[config.mk]
export PLATFORM = sky130hd
export DESIGN_NAME = aux_cmd_port
export DESIGN_NICKNAME = d
export VERILOG_FILES = /design/src/rtl/aux_cmd_pkg.sv /design/src/rtl/aux_decode.sv /design/src/rtl/aux_hidden_regs.sv /design/src/rtl/aux_ppoll.sv /design/src/rtl/aux_status.sv /design/src/rtl/aux_cmd_port.sv
export SDC_FILE = /design/constraint.sdc
export NUM_CORES = 1
export LEC_CHECK = 0
export ABC_AREA = 0
export ABC_CLOCK_PERIOD_IN_PS = 1500
export CORE_ASPECT_RATIO = 0.75
export CORE_MARGIN = 8
export CORE_UTILIZATION = 39
export CTS_CLUSTER_DIAMETER = 80
export CTS_CLUSTER_SIZE = 8
export DETAILED_ROUTE_END_ITERATION = 16
export PLACE_DENSITY_LB_ADDON = 0.15
export SYNTH_ARGS = -nofsm -noshare
export SYNTH_HDL_FRONTEND = slang
export SYNTH_HIERARCHICAL = 1
export SYNTH_SLANG_ARGS = --single-unit
[constraint.sdc]
create_clock -name clk -period 1.5 [get_ports clk]
set_clock_uncertainty 0.1 [all_clocks]
set_input_delay 0.3 -clock clk [delete_from_list [all_inputs] [get_ports clk]]
set_output_delay 0.3 -clock clk [all_outputs]
set_load 0.05 [all_outputs]
[src/rtl/aux_cmd_pkg.sv]
package aux_cmd_pkg;
  localparam int CTRL_W = 3;
  localparam int CODE_W = 5;
  localparam int BYTE_W = CTRL_W + CODE_W;

  typedef enum logic [CTRL_W-1:0] {
    CC_EXEC = 3'b000,
    CC_ICR  = 3'b001,
    CC_PPR  = 3'b011,
    CC_AUXB = 3'b101
  } ctrl_code_e;

  localparam logic [CODE_W-1:0] OP_PON  = 5'h00;
  localparam logic [CODE_W-1:0] OP_CRST = 5'h02;
  localparam logic [CODE_W-1:0] OP_FH   = 5'h03;

  typedef struct packed {
    logic       unconf;
    logic       sense;
    logic [2:0] line;
  } ppr_t;
endpackage

[src/rtl/aux_decode.sv]
module aux_decode
  import aux_cmd_pkg::*;
(
  input  logic              wr_en,
  input  logic [BYTE_W-1:0] wr_byte,
  output logic              ld_icr,
  output logic              ld_ppr,
  output logic              ld_auxb,
  output logic              op_pon,
  output logic              op_crst,
  output logic              op_fh,
  output logic [CODE_W-1:0] payload
);
  logic [CTRL_W-1:0] ctrl;
  logic              exec;

  assign ctrl    = wr_byte[BYTE_W-1:CODE_W];
  assign payload = wr_byte[CODE_W-1:0];

  always_comb begin
    ld_icr  = 1'b0;
    ld_ppr  = 1'b0;
    ld_auxb = 1'b0;
    exec    = 1'b0;
    if (wr_en) begin
      case (ctrl)
        CC_EXEC: exec    = 1'b1;
        CC_ICR:  ld_icr  = 1'b1;
        CC_PPR:  ld_ppr  = 1'b1;
        CC_AUXB: ld_auxb = 1'b1;
        default: ;
      endcase
    end
  end

  assign op_pon  = exec && (payload == OP_PON);
  assign op_crst = exec && (payload == OP_CRST);
  assign op_fh   = exec && (payload == OP_FH);
endmodule

[src/rtl/aux_hidden_regs.sv]
module aux_hidden_regs
  import aux_cmd_pkg::*;
#(
  parameter int DIV_W = 4
) (
  input  logic              clk,
  input  logic              rst_n,
  input  logic              ld_icr,
  input  logic              ld_ppr,
  input  logic              ld_auxb,
  input  logic              op_pon,
  input  logic              op_crst,
  input  logic              op_fh,
  input  logic [CODE_W-1:0] payload,
  output logic [DIV_W-1:0]  icr_q,
  output ppr_t              ppr_q,
  output logic [CODE_W-1:0] auxb_q,
  output logic              held_q,
  output logic              pon_q,
  output logic              crst_q,
  output logic              fh_q
);
  logic [DIV_W-1:0]  icr_d;
  ppr_t              ppr_d;
  logic [CODE_W-1:0] auxb_d;
  logic              held_d;

  always_comb begin
    icr_d  = icr_q;
    ppr_d  = ppr_q;
    auxb_d = auxb_q;
    held_d = held_q;
    if (ld_icr)  icr_d  = payload[DIV_W-1:0];
    if (ld_ppr)  ppr_d  = ppr_t'(payload);
    if (ld_auxb) auxb_d = payload;
    if (op_crst)     held_d = 1'b1;
    else if (op_pon) held_d = 1'b0;
  end

  always_ff @(posedge clk or negedge rst_n) begin
    if (!rst_n) begin
      icr_q  <= '0;
      ppr_q  <= '0;
      auxb_q <= '0;
      held_q <= 1'b1;
      pon_q  <= 1'b0;
      crst_q <= 1'b0;
      fh_q   <= 1'b0;
    end else begin
      icr_q  <= icr_d;
      ppr_q  <= ppr_d;
      auxb_q <= auxb_d;
      held_q <= held_d;
      pon_q  <= op_pon;
      crst_q <= op_crst;
      fh_q   <= op_fh;
    end
  end

  // a hidden register moves only on its own load strobe, whatever held does
  assert_icr_hold_R9: assert property (@(posedge clk) disable iff (!rst_n)
    !$past(ld_icr) |-> $stable(icr_q));
  assert_ppr_hold_R9: assert property (@(posedge clk) disable iff (!rst_n)
    !$past(ld_ppr) |-> $stable(ppr_q));
  assert_auxb_hold_R9: assert property (@(posedge clk) disable iff (!rst_n)
    !$past(ld_auxb) |-> $stable(auxb_q));
  // held state changes only on its commands
  assert_held_rise_R2: assert property (@(posedge clk) disable iff (!rst_n)
    $rose(held_q) |-> $past(op_crst));
  assert_held_fall_R3: assert property (@(posedge clk) disable iff (!rst_n)
    $fell(held_q) |-> $past(op_pon));
  // command strobes are mutually exclusive
  assert_pulse_excl_R4: assert property (@(posedge clk) disable iff (!rst_n)
    $onehot0({pon_q, crst_q, fh_q}));
endmodule

[src/rtl/aux_ppoll.sv]
module aux_ppoll
  import aux_cmd_pkg::*;
#(
  parameter int LINES = 8
) (
  input  ppr_t             ppr,
  input  logic             held,
  input  logic             ppoll_req,
  input  logic             ist,
  output logic [LINES-1:0] resp
);
  logic respond;

  assign respond = ppoll_req && !ppr.unconf && !held && (ist == ppr.sense);

  for (genvar g = 0; g < LINES; g++) begin : g_line
    assign resp[g] = respond && (ppr.line == 3'(g));
  end

  // at most one line driven; never while unconfigured or held
  always_comb begin
    assert_resp_onehot_R8: assert ($onehot0(resp));
    assert_resp_quiet_R8: assert (!(ppr.unconf || held) || (resp == '0));
  end
endmodule

[src/rtl/aux_status.sv]
module aux_status #(
  parameter int W = 8
) (
  input  logic         clk,
  input  logic         rst_n,
  input  logic         rd_en,
  input  logic [W-1:0] evt,
  output logic [W-1:0] stat_q
);
  logic [W-1:0] stat_d;

  for (genvar g = 0; g < W; g++) begin : g_bit
    always_comb begin
      if (rd_en) stat_d[g] = evt[g];
      else       stat_d[g] = stat_q[g] | evt[g];
    end

    // an event on any edge, read or not, is kept
    assert_evt_kept_R10: assert property (@(posedge clk) disable iff (!rst_n)
      $past(evt[g]) |-> stat_q[g]);
  end

  always_ff @(posedge clk or negedge rst_n) begin
    if (!rst_n) stat_q <= '0;
    else        stat_q <= stat_d;
  end

  // without a read, bits never fall
  assert_sticky_R10: assert property (@(posedge clk) disable iff (!rst_n)
    !$past(rd_en) |-> ((stat_q & $past(stat_q)) == $past(stat_q)));
endmodule

[src/rtl/aux_cmd_port.sv]
module aux_cmd_port
  import aux_cmd_pkg::*;
#(
  parameter int STAT_W   = 8,
  parameter int PP_LINES = 8,
  parameter int DIV_W    = 4
) (
  input  logic                clk,
  input  logic                rst_n,
  input  logic                wr_en,
  input  logic [7:0]          wr_data,
  input  logic                rd_en,
  input  logic [STAT_W-1:0]   evt_in,
  output logic [STAT_W-1:0]   rd_data,
  input  logic                ppoll_req,
  input  logic                local_ist,
  output logic                pon_pulse,
  output logic                crst_pulse,
  output logic                fh_pulse,
  output logic                held_reset,
  output logic [DIV_W-1:0]    clk_div,
  output logic                pp_unconf,
  output logic                pp_sense,
  output logic [2:0]          pp_line,
  output logic [4:0]          auxb,
  output logic                fast_src_hs,
  output logic [PP_LINES-1:0] pp_resp
);
  localparam int TRI_BIT = 2;

  logic              ld_icr, ld_ppr, ld_auxb, op_pon, op_crst, op_fh;
  logic [CODE_W-1:0] payload;
  ppr_t              ppr_q;

  aux_decode u_dec (
    .wr_en   (wr_en),
    .wr_byte (wr_data),
    .ld_icr  (ld_icr),
    .ld_ppr  (ld_ppr),
    .ld_auxb (ld_auxb),
    .op_pon  (op_pon),
    .op_crst (op_crst),
    .op_fh   (op_fh),
    .payload (payload)
  );

  aux_hidden_regs #(.DIV_W(DIV_W)) u_regs (
    .clk     (clk),
    .rst_n   (rst_n),
    .ld_icr  (ld_icr),
    .ld_ppr  (ld_ppr),
    .ld_auxb (ld_auxb),
    .op_pon  (op_pon),
    .op_crst (op_crst),
    .op_fh   (op_fh),
    .payload (payload),
    .icr_q   (clk_div),
    .ppr_q   (ppr_q),
    .auxb_q  (auxb),
    .held_q  (held_reset),
    .pon_q   (pon_pulse),
    .crst_q  (crst_pulse),
    .fh_q    (fh_pulse)
  );

  aux_ppoll #(.LINES(PP_LINES)) u_pp (
    .ppr       (ppr_q),
    .held      (held_reset),
    .ppoll_req (ppoll_req),
    .ist       (local_ist),
    .resp      (pp_resp)
  );

  aux_status #(.W(STAT_W)) u_stat (
    .clk    (clk),
    .rst_n  (rst_n),
    .rd_en  (rd_en),
    .evt    (evt_in),
    .stat_q (rd_data)
  );

  assign pp_unconf   = ppr_q.unconf;
  assign pp_sense    = ppr_q.sense;
  assign pp_line     = ppr_q.line;
  assign fast_src_hs = auxb[TRI_BIT];

  // each strobe follows the matching write by one edge
  assert_crst_cause_R2: assert property (@(posedge clk) disable iff (!rst_n)
    crst_pulse |-> $past(wr_en && wr_data == 8'h02));
  assert_pon_cause_R3: assert property (@(posedge clk) disable iff (!rst_n)
    pon_pulse |-> $past(wr_en && wr_data == 8'h00));
  assert_fh_cause_R4: assert property (@(posedge clk) disable iff (!rst_n)
    fh_pulse |-> $past(wr_en && wr_data == 8'h03));
  // a write with an undefined control code leaves the divider alone
  assert_undef_noop_R1: assert property (@(posedge clk) disable iff (!rst_n)
    (wr_en && wr_data[7:5] == 3'b010) |=> $stable(clk_div));
endmodule

==> flow_summary.ini <==
[synthesis]
ys_async_sr_fraction_pct = 100
post-synth-top-count-cell = dfrtp_1
synthTopCellsByCount = dfrtp_1 (25), mux2_1 (13), a21o_1 (9), buf_4 (6), nor3_1 (6)
yosysTopAreaCellShare_pct = 55.1
ys_ff_latch = 26
synth_top_flop_cell = dfrtp_1
avgSynthCellArea_um2 = 13.8
netlist_area_um2 = 1130
yosysSeqAreaShare_pct = 57.4
synthCells = 82
synth_edf_count = 0
synth.area.top_cells = dfrtp_1 (55%), mux2_1 (13%), a21o_1 (6.0%)
netlist-cell-type-count = 21
synth_top_area_cell = dfrtp_1
ys.warnings.count = 6
synth_nets = 104

[floorplan]
chipWidth_um = 78.3
initial_core_util_pct = 39.8
ios = 57
core-area_um2 = 2850
row_count = 17
die_h_um = 62.7
dieArea_um2 = 4910

[placed_design]
port_buffers = 56
dp_hpwl_mm = 3.11
routabilityCongestion = 0.756
placed_area_um2 = 2280

[setup_path]
r2r_end = u_regs/ppr_q[4]$_DFFE_PN0P_
crit_arrival_ns = 1.69
cp_max_fo = 2
max_stage_delay_ns = 0.59
worstPathRequired_ns = 1.10
cp-end-kind = primary output
critPathLaunchType = flip-flop
crit_type = reg2out
crit_slowest_cell = or4b_4
rrSetupSlack_ns = 0.19
reg2reg_depth = 4
r2r-start = u_regs/ppr_q[4]$_DFFE_PN0P_
crit_chain = or4b_4 > nor4_4 > buf_12

[sta]
period_needed_ns = 2.09
finalCritPeriodShare_pct = 139
max_slew_margin_pct = 79.6
max_clock_freq_mhz = 479
hold_viol_final = 0
rsz0062_at_grt = true
setup_viol = 9
slew_viol_final = 0
worst_slew_pin_slew_ns = 0.304
timing.final.ws_setup_ns = -0.587

[routing]
post-route-drc-count = 0
drt-pass1-iter-count = 4
wl_per_cell_um = 23.2
routed_wl_mm = 4.61
vias_per_cell = 5.02
ant_nets = 0
via_count = 999
dr.first_iter.drc_count = 22

[global_routing]
grt_use_met1_pct = 18.3
antenna_found_initial = 0
grt-ovfl-total = 0
use_met3_pct = 5.17
grt_pass1_vias = 1187
grt.total_usage_pct = 17.1
grt_pass1_wl_mm = 6.61
use_met2_pct = 31.5
grt_max_degree = 27
busiest_layer = met2

[cells_and_area]
nets = 184
layout-drive-gt1-share_pct = 57.1
diodes = 0
areaGrowthSynthToFinish_pct = 118
stdcell_area_um2 = 2470

[power_and_ir_drop]
p_leak_nw = 1.08
power_density_nw_per_um2 = 1180
peakVddDrop_uv = 813
totalPowerFinal_mw = 2.91

[cts]
clkLatencyLatePin_ns = 0.27
clkSlewWorstSetupHoldPaths_ns = 0.09
cts-root-buf = clkbuf_8
hold_buffers = 0
clock_path_buffers = 2
cts_tree = yes
htree_levels = 1
cts.sinks = 26
cts_buffers = 3

[run_status]
status = complete, but fails checks
violations = negative setup slack

[min_path]
hp-class = in2async

[job]
drv_cap = 0
per-stage QoR:
| stage | cells | utilization [%] | TNS (ns) | setup slack (ns) | hold slack (ns) |
|---|---|---|---|---|---|
| after detailed placement | 188 | 80.0 | -10.17 | -0.601 | 0.432 |
| final | 199 | 86.7 | -3.86 | -0.587 | 0.276 |
| after floorplan | 82 | - | -2.81 | -0.565 | -0.0956 |
| after global routing | 199 | 86.7 | -4.38 | -0.630 | 0.287 |
| after global placement | 188 | 80.0 | -8.79 | -0.548 | 0.425 |
| after CTS | 195 | 85.0 | -3.64 | -0.579 | 0.273 |
flip-flops by register name, summed over array words and instances (netlist names):
signal         cells
u_regs/pon_q       1
u_stat/stat_q      8
u_regs/fh_q        1
u_regs/crst_q      1
u_regs/auxb_q      5
u_regs/ppr_q       5
u_regs/held_q      1
u_regs/icr_q       4
cells by family after synthesis:
group | share of synthesized area, %
DFF | 57.4
and+or+nand+nor | 16.6
muxes | 13.9
buffers and inverters | 5.29
AOI/OAI and AO/OA | 5.95
xor gates and xnor gates | 0.772
critical path: cells and delay by family, from the launching register on:
kind,cells,cell delay [ns]
and+or+nand+nor,2,0.80
buffers and inverters,1,0.18
DFF,1,0.44
layout by cell type, fill, tap and decap left out:
cell and n:
dfstp_2 1, buf_4 14, dfrtp_1 20, nor3_4 5
nand4b_1 1, nor3_2 1, nand4bb_4 2, mux2_2 1
or4b_4 2, inv_1 3, xor2_4 1, and4bb_2 1
a21o_1 9, clkbuf_8 4, buf_6 14, and4b_2 2
dfrtp_4 1, nand2b_2 1, dfrtp_2 4, clkdlybuf4s50_1 12
dlygate4sd2_1 9, or4_4 1, mux2_1 13, nor3_1 1
or4b_1 1, nor4_4 4, buf_12 32, inv_2 1
report_power, final:
group          switching [mW]  total, mW  internal (mW)
Sequential              0.147      0.958          0.811
Clock                   0.212      0.447          0.235
Combinational           0.760       1.51          0.749
cell type report:
class | count | area (µm²)
clock buffers | 4 | 55.1
fillers | 125 | 379
inverters | 4 | 15.0
multi-input cells | 46 | 591
flip-flops and latches | 26 | 661
well taps | 38 | 47.5
repair buffers | 81 | 1100
layer usage:
metal,wire length (µm),vias to the layer above
met3,256,4
li1,-,454
met5,0,-
met1,1760,502
met4,40,0
met2,2550,39
how the worst max path moves through the flow:
stage                           startpoint    endpoint  slack [ns]  cells past startpoint
6_report       u_regs/ppr_q[4]$_DFFE_PN0P_  pp_resp[0]       -0.59                      3
5_1_grt        u_regs/ppr_q[4]$_DFFE_PN0P_  pp_resp[0]       -0.63                      3
4_1_cts        u_regs/ppr_q[1]$_DFFE_PN0P_  pp_resp[0]       -0.58                      3
3_5_place_dp                     ppoll_req  pp_resp[0]       -0.60                      4
3_3_place_gp                     local_ist  pp_resp[5]       -0.55                      4
2_1_floorplan  u_regs/ppr_q[4]$_DFFE_PN0P_  pp_resp[0]       -0.57                      2
repair_timing:
item / CTS / global route
hold endpoints to repair: 0 / 0
pin swaps: 9 / 3
gates resized for setup: 21 / 9
setup buffers: 3 / 6
gates cloned: 0 / 0
setup endpoints to repair: 17 / 12
Power figures use the tool's default switching activity.
